### src/rtl/cts_irq_pkg.sv
// Shared types for the CTS change interrupt cell.
// Assumes: nothing beyond a single clock domain after the synchronizer.
package cts_irq_pkg;

    // Events that can act on the status bit in one cycle.
    typedef struct packed {
        logic set;   // CTS change detected
        logic clr;   // 0->1 transition of the clear latch
    } stat_evt_t;

endpackage

### src/rtl/cts_edge_det.sv
// Synchronizes the CTS line and flags any change of its synchronized level.
// Assumes: SYNC_STAGES >= 2; the reset clears every flop, so no edge is
// reported in the first cycle after reset.
module cts_edge_det #(
    parameter int SYNC_STAGES = 2
) (
    input  logic clk,
    input  logic rst_n,
    input  logic cts_i,
    output logic edge_o
);
    localparam int LAST = SYNC_STAGES - 1;

    logic [LAST:0] sync_q;
    logic          prev_q;

    // Shift the asynchronous line through the synchronizer chain.
    always_ff @(posedge clk) begin
        if (!rst_n) sync_q <= '0;
        else        sync_q <= {sync_q[LAST-1:0], cts_i};
    end

    // Keep the last synchronized level for comparison.
    always_ff @(posedge clk) begin
        if (!rst_n) prev_q <= 1'b0;
        else        prev_q <= sync_q[LAST];
    end

    // A change of either polarity counts as an edge.
    always_comb edge_o = sync_q[LAST] ^ prev_q;

    // After the edge, the stored copy must match the level that changed.
    AST_EDGE_CAPTURED: assert property (@(posedge clk) disable iff (!rst_n)
        edge_o |=> (prev_q == $past(sync_q[LAST])));

endmodule

### src/rtl/cts_clr_latch.sv
// Hidden interrupt-clear latch: loaded from the clear-register bit on a write,
// released by hardware while the status is 0. It produces the clear event on
// a 0->1 transition.
// Assumes: writes are single-cycle strobes in the clk domain.
module cts_clr_latch (
    input  logic clk,
    input  logic rst_n,
    input  logic wr_en_i,
    input  logic bit_i,
    input  logic stat_i,
    output logic clr_o,
    output logic lat_o
);
    logic lat_q;

    // Write loads the bit; otherwise release the latch once the status is clear.
    always_ff @(posedge clk) begin
        if (!rst_n)        lat_q <= 1'b0;
        else if (wr_en_i)  lat_q <= bit_i;
        else if (!stat_i)  lat_q <= 1'b0;
    end

    // A clear is requested only when a 1 is written over a 0.
    always_comb clr_o = wr_en_i & bit_i & ~lat_q;
    always_comb lat_o = lat_q;

    AST_LATCH_LOADS: assert property (@(posedge clk) disable iff (!rst_n)
        wr_en_i |=> (lat_q == $past(bit_i)));
    AST_LATCH_RELEASE: assert property (@(posedge clk) disable iff (!rst_n)
        (!wr_en_i && !stat_i) |=> !lat_q);
    AST_LATCH_STICKS: assert property (@(posedge clk) disable iff (!rst_n)
        (!wr_en_i && stat_i && lat_q) |=> lat_q);

endmodule

### src/rtl/cts_stat_reg.sv
// Raw interrupt status bit. A set event has priority over a clear event.
// Assumes: events are one-cycle pulses from the edge detector and clear latch.
module cts_stat_reg
    import cts_irq_pkg::*;
(
    input  logic      clk,
    input  logic      rst_n,
    input  stat_evt_t evt_i,
    output logic      stat_o
);
    logic stat_q;

    // Set wins; clear applies only when no set arrives in the same cycle.
    always_ff @(posedge clk) begin
        if (!rst_n)         stat_q <= 1'b0;
        else if (evt_i.set) stat_q <= 1'b1;
        else if (evt_i.clr) stat_q <= 1'b0;
    end

    always_comb stat_o = stat_q;

    AST_EDGE_SETS: assert property (@(posedge clk) disable iff (!rst_n)
        evt_i.set |=> stat_q);
    AST_SET_WINS: assert property (@(posedge clk) disable iff (!rst_n)
        (evt_i.set && evt_i.clr) |=> stat_q);
    AST_CLR_DROPS: assert property (@(posedge clk) disable iff (!rst_n)
        (evt_i.clr && !evt_i.set) |=> !stat_q);
    AST_STAT_HOLDS: assert property (@(posedge clk) disable iff (!rst_n)
        (!evt_i.clr && !evt_i.set) |=> $stable(stat_q));

endmodule

### src/rtl/cts_irq_cell.sv
// Top of the CTS change interrupt cell: synchronizer and edge detector, hidden
// clear latch, status register and mask gating.
// Assumes: one clock; wr_en/wr_data come from a register decoder already in
// this clock domain; irq_mask is a register bit held elsewhere.
module cts_irq_cell
    import cts_irq_pkg::*;
#(
    parameter int DATA_W      = 8,
    parameter int CLR_BIT     = 1,
    parameter int SYNC_STAGES = 2
) (
    input  logic              clk,
    input  logic              rst_n,
    input  logic              cts_in,
    input  logic              wr_en,
    input  logic [DATA_W-1:0] wr_data,
    input  logic              irq_mask,
    output logic              raw_irq,
    output logic              masked_irq
);
    localparam logic [DATA_W-1:0] CLR_MASK = DATA_W'(1) << CLR_BIT;

    logic      edge_w;
    logic      clr_w;
    logic      lat_w;
    logic      stat_w;
    stat_evt_t evt_w;

    cts_edge_det #(.SYNC_STAGES(SYNC_STAGES)) u_edge (
        .clk    (clk),
        .rst_n  (rst_n),
        .cts_i  (cts_in),
        .edge_o (edge_w)
    );

    cts_clr_latch u_latch (
        .clk     (clk),
        .rst_n   (rst_n),
        .wr_en_i (wr_en),
        .bit_i   (wr_data[CLR_BIT]),
        .stat_i  (stat_w),
        .clr_o   (clr_w),
        .lat_o   (lat_w)
    );

    // Bundle the two status events for the register.
    always_comb begin
        evt_w.set = edge_w;
        evt_w.clr = clr_w;
    end

    cts_stat_reg u_stat (
        .clk    (clk),
        .rst_n  (rst_n),
        .evt_i  (evt_w),
        .stat_o (stat_w)
    );

    // Drive the raw status and its masked copy.
    always_comb begin
        raw_irq    = stat_w;
        masked_irq = stat_w & irq_mask;
    end

    AST_IGNORED_BITS: assert property (@(posedge clk) disable iff (!rst_n)
        (wr_en && ((wr_data & CLR_MASK) == '0) && !edge_w)
        |=> (raw_irq == $past(raw_irq)));
    AST_LOCKED_WRITE: assert property (@(posedge clk) disable iff (!rst_n)
        (wr_en && lat_w && !edge_w) |=> (raw_irq == $past(raw_irq)));

endmodule

### config.mk
export PLATFORM = sky130hd
export DESIGN_NAME = cts_irq_cell
export DESIGN_NICKNAME = d
export VERILOG_FILES = /design/src/rtl/cts_irq_pkg.sv /design/src/rtl/cts_edge_det.sv /design/src/rtl/cts_clr_latch.sv /design/src/rtl/cts_stat_reg.sv /design/src/rtl/cts_irq_cell.sv
export SDC_FILE = /design/constraint.sdc
export NUM_CORES = 1
export LEC_CHECK = 0
export ABC_AREA = 1
export BUFFER_PORTS_ARGS = -buffer_cell sky130_fd_sc_hd__buf_2
export CAP_MARGIN = 15
export CORE_AREA = 2 2 39 41
export CTS_CLUSTER_SIZE = 30
export DETAILED_ROUTE_END_ITERATION = 16
export DIE_AREA = 0 0 41 43
export SLEW_MARGIN = 40
export SYNTH_ARGS = -nofsm -noshare
export SYNTH_HDL_FRONTEND = slang
export SYNTH_SLANG_ARGS = --single-unit
### constraint.sdc
create_clock -name clk -period 0.8 [get_ports clk]
set_clock_uncertainty 0.05 [all_clocks]
set_input_delay 0.12 -clock clk [delete_from_list [all_inputs] [get_ports clk]]
set_output_delay 0.12 -clock clk [all_outputs]
set_load 0.01 [all_outputs]
# ---- After elaboration in Yosys (flattened, before gate mapping)
# Cells that the tools add are included.
dict set report word_totals {
  in_bits 13
  wordCells 15
  output_inout_bits 2
  reg_bits 5
}
dict set report classes {
  n_mux 4
  bitwise 5
  n_eq_ne 1
  n_reduce_logical 1
}
# op count
set ops {}
lappend ops {{$mux 1} 4}
lappend ops {{$and 1x1->1} 3}
lappend ops {{$ne 2x2->1 const B} 1}
lappend ops {{$reduce_bool 2->1} 1}
lappend ops {{$not 1->1} 1}
lappend ops {{$xor 1x1->1} 1}

# ---- Longest topological paths before layout
# Gate-level depths: netlist of run 1.
dict set report logic_depth {
  depth_word 4
  mapped_depth 5
  mapped_depth_nobuf 5
}

# ---- By module
# From an unflattened synthesis of run 1, not the netlist that was laid out.
dict set report unflattened {
  hier_cells 29
  hier_area_um2 206.4
}
# mod area_per_inst_um2 n_inst cells_each
set by_module_without_submodules {}
lappend by_module_without_submodules {cts_edge_det 101.3 1 14}
lappend by_module_without_submodules {cts_clr_latch 53.8 1 7}
lappend by_module_without_submodules {cts_stat_reg 43.8 1 6}
lappend by_module_without_submodules {cts_irq_cell 7.5 1 2}

# ---- Least setup slack after synthesis of run 1
# OpenSTA, ideal clock, no wires.
dict set report synth_timing {
  path_kind {reg-to-reg}
  from {register u_stat.stat_q (netlist: u_stat.stat_o)}
  to {register u_latch.lat_q (netlist: u_latch.lat_o)}
  path_buffers 0
  setup_ns 0.064
  arrival_ns 0.690
  path_stages_with_launch 4
  synth_period_minus_slack_ns 0.804
  required_time_ns 0.686
  slack_ns -0.004
  path_cell_list {dfxtp_1 > nand2_1 > o21a_1 > nor2_1}
}
dict set report synth_via {
  elab_chain_len 1
}
# item line_no
set synth_rtl {}
lappend synth_rtl {{start, declared} cts_stat_reg.sv:11} ;# logic stat_q;
lappend synth_rtl {{start signal, assigned} cts_stat_reg.sv:15} ;# if (!rst_n) stat_q <= 1'b0;
lappend synth_rtl {{start signal, assigned} cts_stat_reg.sv:16} ;# else if (evt_i.set) stat_q <= 1'b1;
lappend synth_rtl {{start signal, assigned} cts_stat_reg.sv:17} ;# else if (evt_i.clr) stat_q <= 1'b0;
lappend synth_rtl {{$ne 2x2->1 (no source line)} -}
lappend synth_rtl {{end signal, assigned} cts_clr_latch.sv:19} ;# else if (wr_en_i) lat_q <= bit_i;
lappend synth_rtl {{end, declared} cts_clr_latch.sv:14} ;# logic lat_q;
# Every way passes these cells.
# A chain may end at the register's enable or synchronous reset.

# ---- Worst setup path in the final report of run 1
dict set report layout_timing {
  from {register u_stat.stat_q (netlist: u_stat.stat_o)}
  to {output port masked_irq}
}
dict set report layout_via {
  elab_chain_len 1
}
# item line_no
set layout_rtl {}
lappend layout_rtl {{$and 1x1->1} cts_irq_cell.sv:62} ;# masked_irq = stat_w & irq_mask;
lappend layout_rtl {{end, declared} cts_irq_cell.sv:19} ;# output logic masked_irq
# Every way passes these cells.

==> results of run 1 <==
==> per-stage QoR <==
step | instances | total power [W] | util | TNS (ps)
floorplan | 27 | 0.0002970 | - | 0
global placement | 50 | 0.0003185 | 0.1754 | 0
detailed placement | 50 | 0.0003199 | 0.1754 | 0
CTS | 55 | 0.0006236 | 0.1998 | -307.7
global route | 55 | 0.0006532 | 0.2034 | -446.7
finish | 55 | 0.0006128 | 0.2034 | -279.3
==> cells by family (layout without fill, tap and decap cells) <==
group	Yosys count	after routing	share of synthesized area
and+or+nand+nor	14	14	0.2819
buffers and inverters	7	19	0.1410
DFF	5	5	0.5369
AOI/OAI and AO/OA	1	1	0.04028
==> flip-flops by register name, summed over array words and instances (netlist names) <==
register	count
u_edge.sync_q	2
u_edge.prev_q	1
u_latch.lat_o	1
u_stat.stat_o	1
==> power breakdown <==
group / total [W] / internal [W] / switching [W]
logic: 0.0000538 / 0.0000279 / 0.0000259
registers: 0.000269 / 0.000263 / 0.00000589
clock network: 0.000290 / 0.000188 / 0.000102
total: 0.000613 / 0.000479 / 0.000133
==> worst max path at each step <==
| stage | from | cells after the start | to | slack [ps] |
|---|---|---|---|---|
| 5_1_grt | u_stat.stat_o | 3 | masked_irq | -190 |
| 3_3_place_gp | u_edge.sync_q[1] | 5 | u_stat.stat_o | 50 |
| 6_report | u_stat.stat_o | 3 | masked_irq | -140 |
| 2_1_floorplan | u_stat.stat_o | 3 | u_latch.lat_o | 50 |
| 4_1_cts | u_stat.stat_o | 3 | masked_irq | -150 |
| 3_5_place_dp | u_edge.sync_q[1] | 5 | u_stat.stat_o | 30 |
==> placed cells by master (no fill, tap or decap), drive strengths merged <==
| cell type | Yosys | final |
|---|---|---|
| dfxtp | 5 | 5 |
| o21a | 1 | 1 |
| inv | 7 | 7 |
| buf | 0 | 8 |
| nor2 | 3 | 3 |
| nand2 | 11 | 11 |
| clkbuf | 0 | 4 |
==> metal layers <==
| layer | wire (um) | GRT usage | vias to the layer above |
|---|---|---|---|
| li1 | - | - | 98 |
| met1 | 147 | 0.02589 | 66 |
| met2 | 102 | 0.07188 | 11 |
| met3 | 64 | 0.06283 | 0 |
| met4 | 0 | 0.02000 | 0 |
| met5 | 0 | 0 | - |
==> worst reg2reg max path, cell delays in order (launching register included) <==
cell and delay (ps):
dfxtp_2 320, buf_4 130, nand2_2 60, nand2_2 50
nor2_1 90, nor2_1 40
==> cell type report <==
type / instances / area, um^2
clock buffer: 4 / 26.28
fill: 151 / 1102
inverter: 7 / 26.28
multi-input combinational: 15 / 65.06
sequential: 5 / 101.3
tap: 16 / 20.02
timing repair buffer: 8 / 42.54
==> repair_timing <==
action                     4_1_cts  5_1_grt
gates cloned                     0        0
gates resized for setup          0        2
pin swaps                        0        1
buffers inserted                 1        0
setup endpoints to repair        2        4
==> results_dict.tcl, run 1 <==
set metrics [dict create \
    status "finished with violations" \
    violations "setup timing" \
    track_usage 0.04628 \
    cp_top_family "flip-flops" \
    reg2reg_depth 5 \
    fmax_ghz 1.061 \
    cts_buffers 3 \
    synth_cell_type_count 5 \
    yosysMostFrequentCell "nand2_1" \
    grt_overflow_total 0 \
    peakVddDrop_mv 0.8891 \
    dieArea_um2 1763 \
    hold_viol 0 \
    grt_pass1_wl_um 483 \
    hold_end "u_edge.sync_q[0]" \
    routed_wl_um 313 \
    drv_cap 0 \
    yosys_warnings 0 \
    syn-num-nets 40 \
    vias 175 \
    synth_top_area_frac 0.5369 \
    r2r_start "u_stat.stat_o" \
    drt_pass1_iterations 4 \
    synth_largest_area_cell "dfxtp_1" \
    path_max_fanout 3 \
    place_congestion 0.6389 \
    leakagePower_nw 0.1673 \
    worstSetupEndpointType "output pin" \
    grt_max_degree 5 \
    antenna_found_initial 0 \
    synth_area_per_cell_um2 6.905 \
    final_area_um2 281.5 \
    fin_crit_sh 1.178 \
    antennaDiodeCount 0 \
    synth_ff_type "dfxtp_1" \
    nNetsFinal 53 \
    relSlewSlack 0.9353 \
    hold_path_depth 3 \
    async_flop_share 0 \
    layout_min_cycle_time_ps 942.5 \
    cts_hold_buffers 0 \
    worstPathCellList "nand2_1, inv_1, buf_2" \
    worstSetupStartpointType "register" \
    area_growth_pct 51.01 \
    crit_path_top_delay_cell "dfxtp_2" \
    first_iter_violations 4 \
    pre_cts_ws_ps 33.30 \
    synth-seq-cells 5 \
    crit_path_max_incr_delay_ps 330 \
    htreeDepth 1 \
    clock-root-buffer "clkbuf_4" \
    coreArea_um2 1384 \
    drive_gt1_frac 0.3590 \
    min_from "cts_in" \
    die_h_um 43 \
    path_buf_inv 2 \
    ant_nets 0 \
    syn-cell-area_um2 186.4 \
    clk_latency_ps 240 \
    r2r-end "u_stat.stat_o" \
    pin_count 15 \
    seq_area_frac_synth 0.5369 \
    grt_pass1_vias 159 \
    synth_cells 27 \
    pwr_density_cell_nw_per_um2 2177 \
    setup_slack_ps -142.5 \
    route.detailed.drc 0 \
    post_drt_via_cell_ratio 3.182 \
    post_dp_cell_area_um2 242.7 \
    clk_pin_slew_ps 40 \
    final_max_slew_viol_count 0 \
    synthTopCellsByArea "dfxtp_1 (54%), nand2_1 (22%), inv_1 (14%)" \
    synth_edf_count 0 \
    start_util 0.1347 \
    worst_hold_slack_ps 20.34 \
    r2r_slack_ps -50 \
    die_x_um 41 \
    rows 14 \
    path_class "reg -> out" \
    port_buffers 7 \
    route.detailed.wl_per_inst_um 5.691 \
    rsz0062_at_grt "true" \
    worstPathArrival_ps 770 \
    setup_viol 4 \
    min_path_type "in -> reg" \
    hpwl_um 220.3 \
    cts.sinks 5 \
    cts_tree "done" \
    cts_max_path_buffers 2 \
    tightestPinTransition_ps 96.93 \
    synth_common_cells "nand2_1 (11), inv_1 (7), dfxtp_1 (5)" \
    required_ps 630 \
]
Power figures use the tool's default switching activity.
==> inputs of run 2 (changes only) <==
- PLACE_DENSITY_LB_ADDON: default -> 0.15
==> run 2 against run 1 <==
  * Clock power is 1% higher
  * Power is 0.54% lower
  * Sequential share of layout area is 2.0 points higher
  * Die area unchanged
  * Highest routed layer unchanged
  * Hold slack worse by 2.1 ps
  * Sequential power hardly changed
  * The run still ends with setup timing left
  * Worst setup slack worse by 11 ps
  * Critical endpoint unchanged
  * Non-clock buffer count is 1 lower
==> results_dict.tcl, run 2 (synthesis gave the netlist of run 1 again) <==
set metrics [dict create \
    start_util 0.1347 \
    leakagePower_nw 0.1618 \
    antenna_found_initial 0 \
    worstSetupEndpointType "output pin" \
    rows 14 \
    clk_pin_slew_ps 40 \
    final_max_slew_viol_count 0 \
    worstSetupStartpointType "register" \
    pre_cts_ws_ps 39.38 \
    setup_viol 2 \
    clk_latency_ps 250 \
    r2r_slack_ps 60 \
    pwr-share-comb 0.076 \
    fin_crit_sh 1.192 \
    grt_max_degree 5 \
    area_growth_pct 44.97 \
    p_int_w 0.0004751 \
    clkPwrFrac 0.482 \
    hold_viol 0 \
    routed_wl_um 350 \
    final_cell_mix "nand2_1 (11), inv_1 (7), buf_2 (7)" \
    route.detailed.wl_per_inst_um 6.481 \
    layout_commonest_cell "nand2_1" \
    relSlewSlack 0.9480 \
    largest_register "u_edge.sync_q" \
    switching_share 0.2205 \
    grt_overflow_total 0 \
    required_ps 630 \
    min_path_type "in -> reg" \
    path_max_fanout 4 \
    worst_hold_slack_ps 18.25 \
    hpwl_um 248.3 \
    vias 168 \
    switching_power_w 0.0001344 \
    ant_nets 0 \
    rsz0062_at_grt "true" \
    tightestPinTransition_ps 77.73 \
    post_drt_via_cell_ratio 3.111 \
    drt_pass1_iterations 3 \
    p_seq_frac 0.442 \
    final_area_um2 270.3 \
    cts_max_path_buffers 2 \
    largest_reg_flops 2 \
    antennaDiodeCount 0 \
    cts_tree "done" \
    dieArea_um2 1763 \
    clock-root-buffer "clkbuf_4" \
    setup_slack_ps -153.8 \
    worstPathArrival_ps 780 \
    post_cts_buffers 0 \
    htreeDepth 1 \
    die_h_um 43 \
    die_x_um 41 \
    first_iter_violations 3 \
    grt_pass1_vias 147 \
    coreArea_um2 1384 \
    pwr_density_cell_nw_per_um2 2255 \
    peakVddDrop_mv 0.6658 \
    track_usage 0.05924 \
    post_dp_cell_area_um2 242.7 \
    drive_gt1_frac 0.3158 \
    port_buffers 7 \
    nNetsFinal 52 \
    path_class "reg -> out" \
    route.detailed.drc 0 \
    violations "setup timing" \
    cts_buffers 3 \
    place_congestion 0.6369 \
    cts.sinks 5 \
    fmax_ghz 1.048 \
    drv_cap 0 \
    status "finished with violations" \
    fin_setup_tns_ps -235.8 \
    layout_min_cycle_time_ps 953.8 \
    grt_pass1_wl_um 558 \
    pin_count 15 \
]
## run 2: changes by cell type in the layout (fill, tap and decap cells not counted)
cell / delta
dfxtp_1: -1
nand2_2: -2
nand2_1: +2
dfxtp_2: +1
buf_4: -1
## run 2: power by group through the flow
stage | sequential, W | clock, W | combinational (W)
2_1_floorplan | 0.000275 | 0 | 0.0000225
3_3_place_gp | 0.000273 | 0 | 0.0000463
3_5_place_dp | 0.000273 | 0 | 0.0000469
4_1_cts | 0.000269 | 0.000310 | 0.0000474
5_1_grt | 0.000270 | 0.000322 | 0.0000539
6_report | 0.000269 | 0.000294 | 0.0000464
## run 2: path summary, 6_finish.rpt
check,startpoint,endpoint,depth (start not counted)
max,u_stat.stat_o,masked_irq,3
min,cts_in,u_edge.sync_q[0],3
max reg2reg,u_edge.sync_q[1],u_stat.stat_o,5
min reg2reg,u_edge.sync_q[0],u_edge.sync_q[1],2
## run 2: area by class of cell
cell class | count | area [um^2]
Clock buffer | 4 | 26.28
Fill cell | 165 | 1114
Sequential cell | 5 | 102.6
Multi-Input combinational cell | 15 | 60.06
Tap cell | 16 | 20.02
Timing Repair Buffer | 7 | 35.03
Inverter | 7 | 26.28
## run 2: stage by stage
stage / utilization / total power (W) / cells
floorplan: - / 0.0002970 / 27
global placement: 0.1754 / 0.0003195 / 50
detailed placement: 0.1754 / 0.0003202 / 50
CTS: 0.1944 / 0.0006266 / 54
global route: 0.1953 / 0.0006460 / 54
finish: 0.1953 / 0.0006095 / 54
## run 2: metal layers
| metal | up-vias | routed length [um] | GRT usage |
|---|---|---|---|
| li1 | 97 | - | - |
| met2 | 5 | 179 | 0.06563 |
| met1 | 66 | 134 | 0.04502 |
| met4 | 0 | 0 | 0.06000 |
| met3 | 0 | 36 | 0.07853 |
| met5 | - | 0 | 0 |
## run 2: timing repair
| item | CTS | global route |
|---|---|---|
| gates resized for setup | 0 | 1 |
| setup endpoints to repair | 2 | 4 |
| hold buffers | 0 | 0 |
| hold endpoints to repair | 0 | 0 |
## run 2: critical path, stage by stage (launching register included)
cell	delay, ps
dfxtp_2	340
nand2_1	50
inv_1	40
buf_2	110
==> inputs of run 3 (changes only) <==
- HOLD_SLACK_MARGIN: default -> 0.08
==> run 3 against run 2 <==
  * The flow still finishes with violations (setup timing)
  * Clock-buffer cell count did not move
  * Fmax stayed put
  * Wire length up 0.86%
  * Die area stayed put
  * Clock power about the same
  * Cell area is 3.7% higher
  * Power grew 0.61%
  * Sequential share of layout area down 1.4 points
  * Via count up 1.2%
  * Critical path type unchanged
  * Largest cell class unchanged
  * Largest power group unchanged
  * Highest routed layer unchanged
==> results_dict.tcl, run 3 (synthesis gave the netlist of run 1 again) <==
set metrics [dict create \
    status "finished with violations" \
    violations "setup timing" \
    place_congestion 0.6369 \
    worstSetupEndpointType "output pin" \
    fin_crit_sh 1.192 \
    cts_hold_buffers 1 \
    grt_pass1_wl_um 558 \
    relSlewSlack 0.9480 \
    ant_nets 0 \
    setup_slack_ps -153.8 \
    min_from "rst_n" \
    path_buf_inv 2 \
    grt_overflow_total 0 \
    clk_pin_slew_ps 40 \
    hold_end "u_edge.sync_q[1]" \
    final_cell_mix "nand2_1 (11), inv_1 (7), buf_2 (7)" \
    die_h_um 43 \
    track_usage 0.05924 \
    final.fill_count 164 \
    antennaDiodeCount 0 \
    area_growth_pct 50.34 \
    cts.sinks 5 \
    r2r-end "u_stat.stat_o" \
    layout_min_cycle_time_ps 953.8 \
    drv_cap 0 \
    final_area_um2 280.3 \
    min_path_type "in -> reg" \
    clock-root-buffer "clkbuf_4" \
    coreArea_um2 1384 \
    drive_gt1_frac 0.3077 \
    port_buffers 7 \
    antenna_found_initial 0 \
    crit_path_top_delay_cell "dfxtp_2" \
    dp_cells 50 \
    crit_path_max_incr_delay_ps 340 \
    die_x_um 41 \
    leakagePower_nw 0.1660 \
    vias 170 \
    cp_top_family "flip-flops" \
    dieArea_um2 1763 \
    worstPathCellList "nand2_1, inv_1, buf_2" \
    cts_max_path_buffers 2 \
    drt_pass1_iterations 3 \
    layout_commonest_cell "nand2_1" \
    largest_register "u_edge.sync_q" \
    rows 14 \
    path_class "reg -> out" \
    pwr_density_cell_nw_per_um2 2188 \
    route.detailed.drc 0 \
    route.detailed.wl_per_inst_um 6.418 \
    worstPathArrival_ps 780 \
    first_iter_violations 3 \
    final_max_slew_viol_count 0 \
    hold_viol 0 \
    required_ps 630 \
    grt_pass1_vias 147 \
    post_drt_via_cell_ratio 3.091 \
    nNetsFinal 53 \
    tightestPinTransition_ps 77.73 \
    pin_count 15 \
    worstSetupStartpointType "register" \
    hold_path_depth 3 \
    r2r_start "u_edge.sync_q[1]" \
    rsz0062_at_grt "true" \
    htreeDepth 1 \
    cts_buffers 3 \
    start_util 0.1347 \
    cts_tree "done" \
    peakVddDrop_mv 0.6658 \
    setup_viol 2 \
    fin_util 0.2025 \
    clk_latency_ps 250 \
    fmax_ghz 1.048 \
    largest_reg_flops 2 \
    r2r_slack_ps 60 \
    reg2reg_depth 5 \
    startpoint "u_stat.stat_o" \
    stdcell_count 55 \
    path_max_fanout 4 \
    post_dp_cell_area_um2 242.7 \
    hpwl_um 248.3 \
    grt_max_degree 5 \
    routed_wl_um 353 \
    fin_setup_tns_ps -235.8 \
]
## run 3: cell count changes in the layout (fill, tap and decap cells not counted)
cell / delta
dlygate4sd3_1: +1
## run 3: layout make-up
type / instances / area, um^2 / share of cell area
sequential: 5 / 102.6 / 0.3661
multi-input combinational: 15 / 60.06 / 0.2143
timing repair buffer: 8 / 45.04 / 0.1607
clock buffer: 4 / 26.28 / 0.09375
inverter: 7 / 26.28 / 0.09375
tap: 16 / 20.02 / 0.07143
## run 3: how the worst max path moves through the flow
stage / end / slack, ps / depth (start not counted)
after floorplan: u_latch.lat_o / 50 / 3
after global placement: u_stat.stat_o / 40 / 5
after detailed placement: u_stat.stat_o / 40 / 5
after CTS: masked_irq / -170 / 3
after global routing: masked_irq / -200 / 3
final: masked_irq / -150 / 3
## run 3: worst register-to-register path: stages, from the launching register on
cell	delay (ps)
dfxtp_2	320
inv_1	40
nand2_1	40
nand2_1	50
nor2_1	90
nor2_1	40
## run 3: timing repair
item / 4_1_cts / 5_1_grt
gates resized for setup: 0 / 1
endpoints found under the setup margin: 2 / 4
hold endpoints to repair: 3 / 1
setup buffers: 0 / 0
## run 3: layer usage
metal / vias to the layer above / global-route usage / routed length, um
met3: 0 / 0.07853 / 36
met4: 0 / 0.06000 / 0
met5: - / 0 / 0
met2: 5 / 0.06563 / 176
met1: 66 / 0.04502 / 140
li1: 99 / - / -
## run 3: where the power goes
| group | switching, W | internal, W | leakage, nW |
|---|---|---|---|
| clock network | 0.000105 | 0.000189 | 0.0150 |
| registers | 0.00000598 | 0.000263 | 0.0419 |
| logic | 0.0000239 | 0.0000262 | 0.109 |
## run 3: through the flow
step           hold WS [ps]  setup WS [ps]  total power (W)
4_1_cts               51.78         -169.7        0.0006303
6_report              55.86         -153.8        0.0006132
5_1_grt               72.19         -203.5        0.0006498
3_3_place_gp          257.4          37.80        0.0003195
3_5_place_dp          265.6          39.38        0.0003202
2_1_floorplan         163.5          53.15        0.0002970
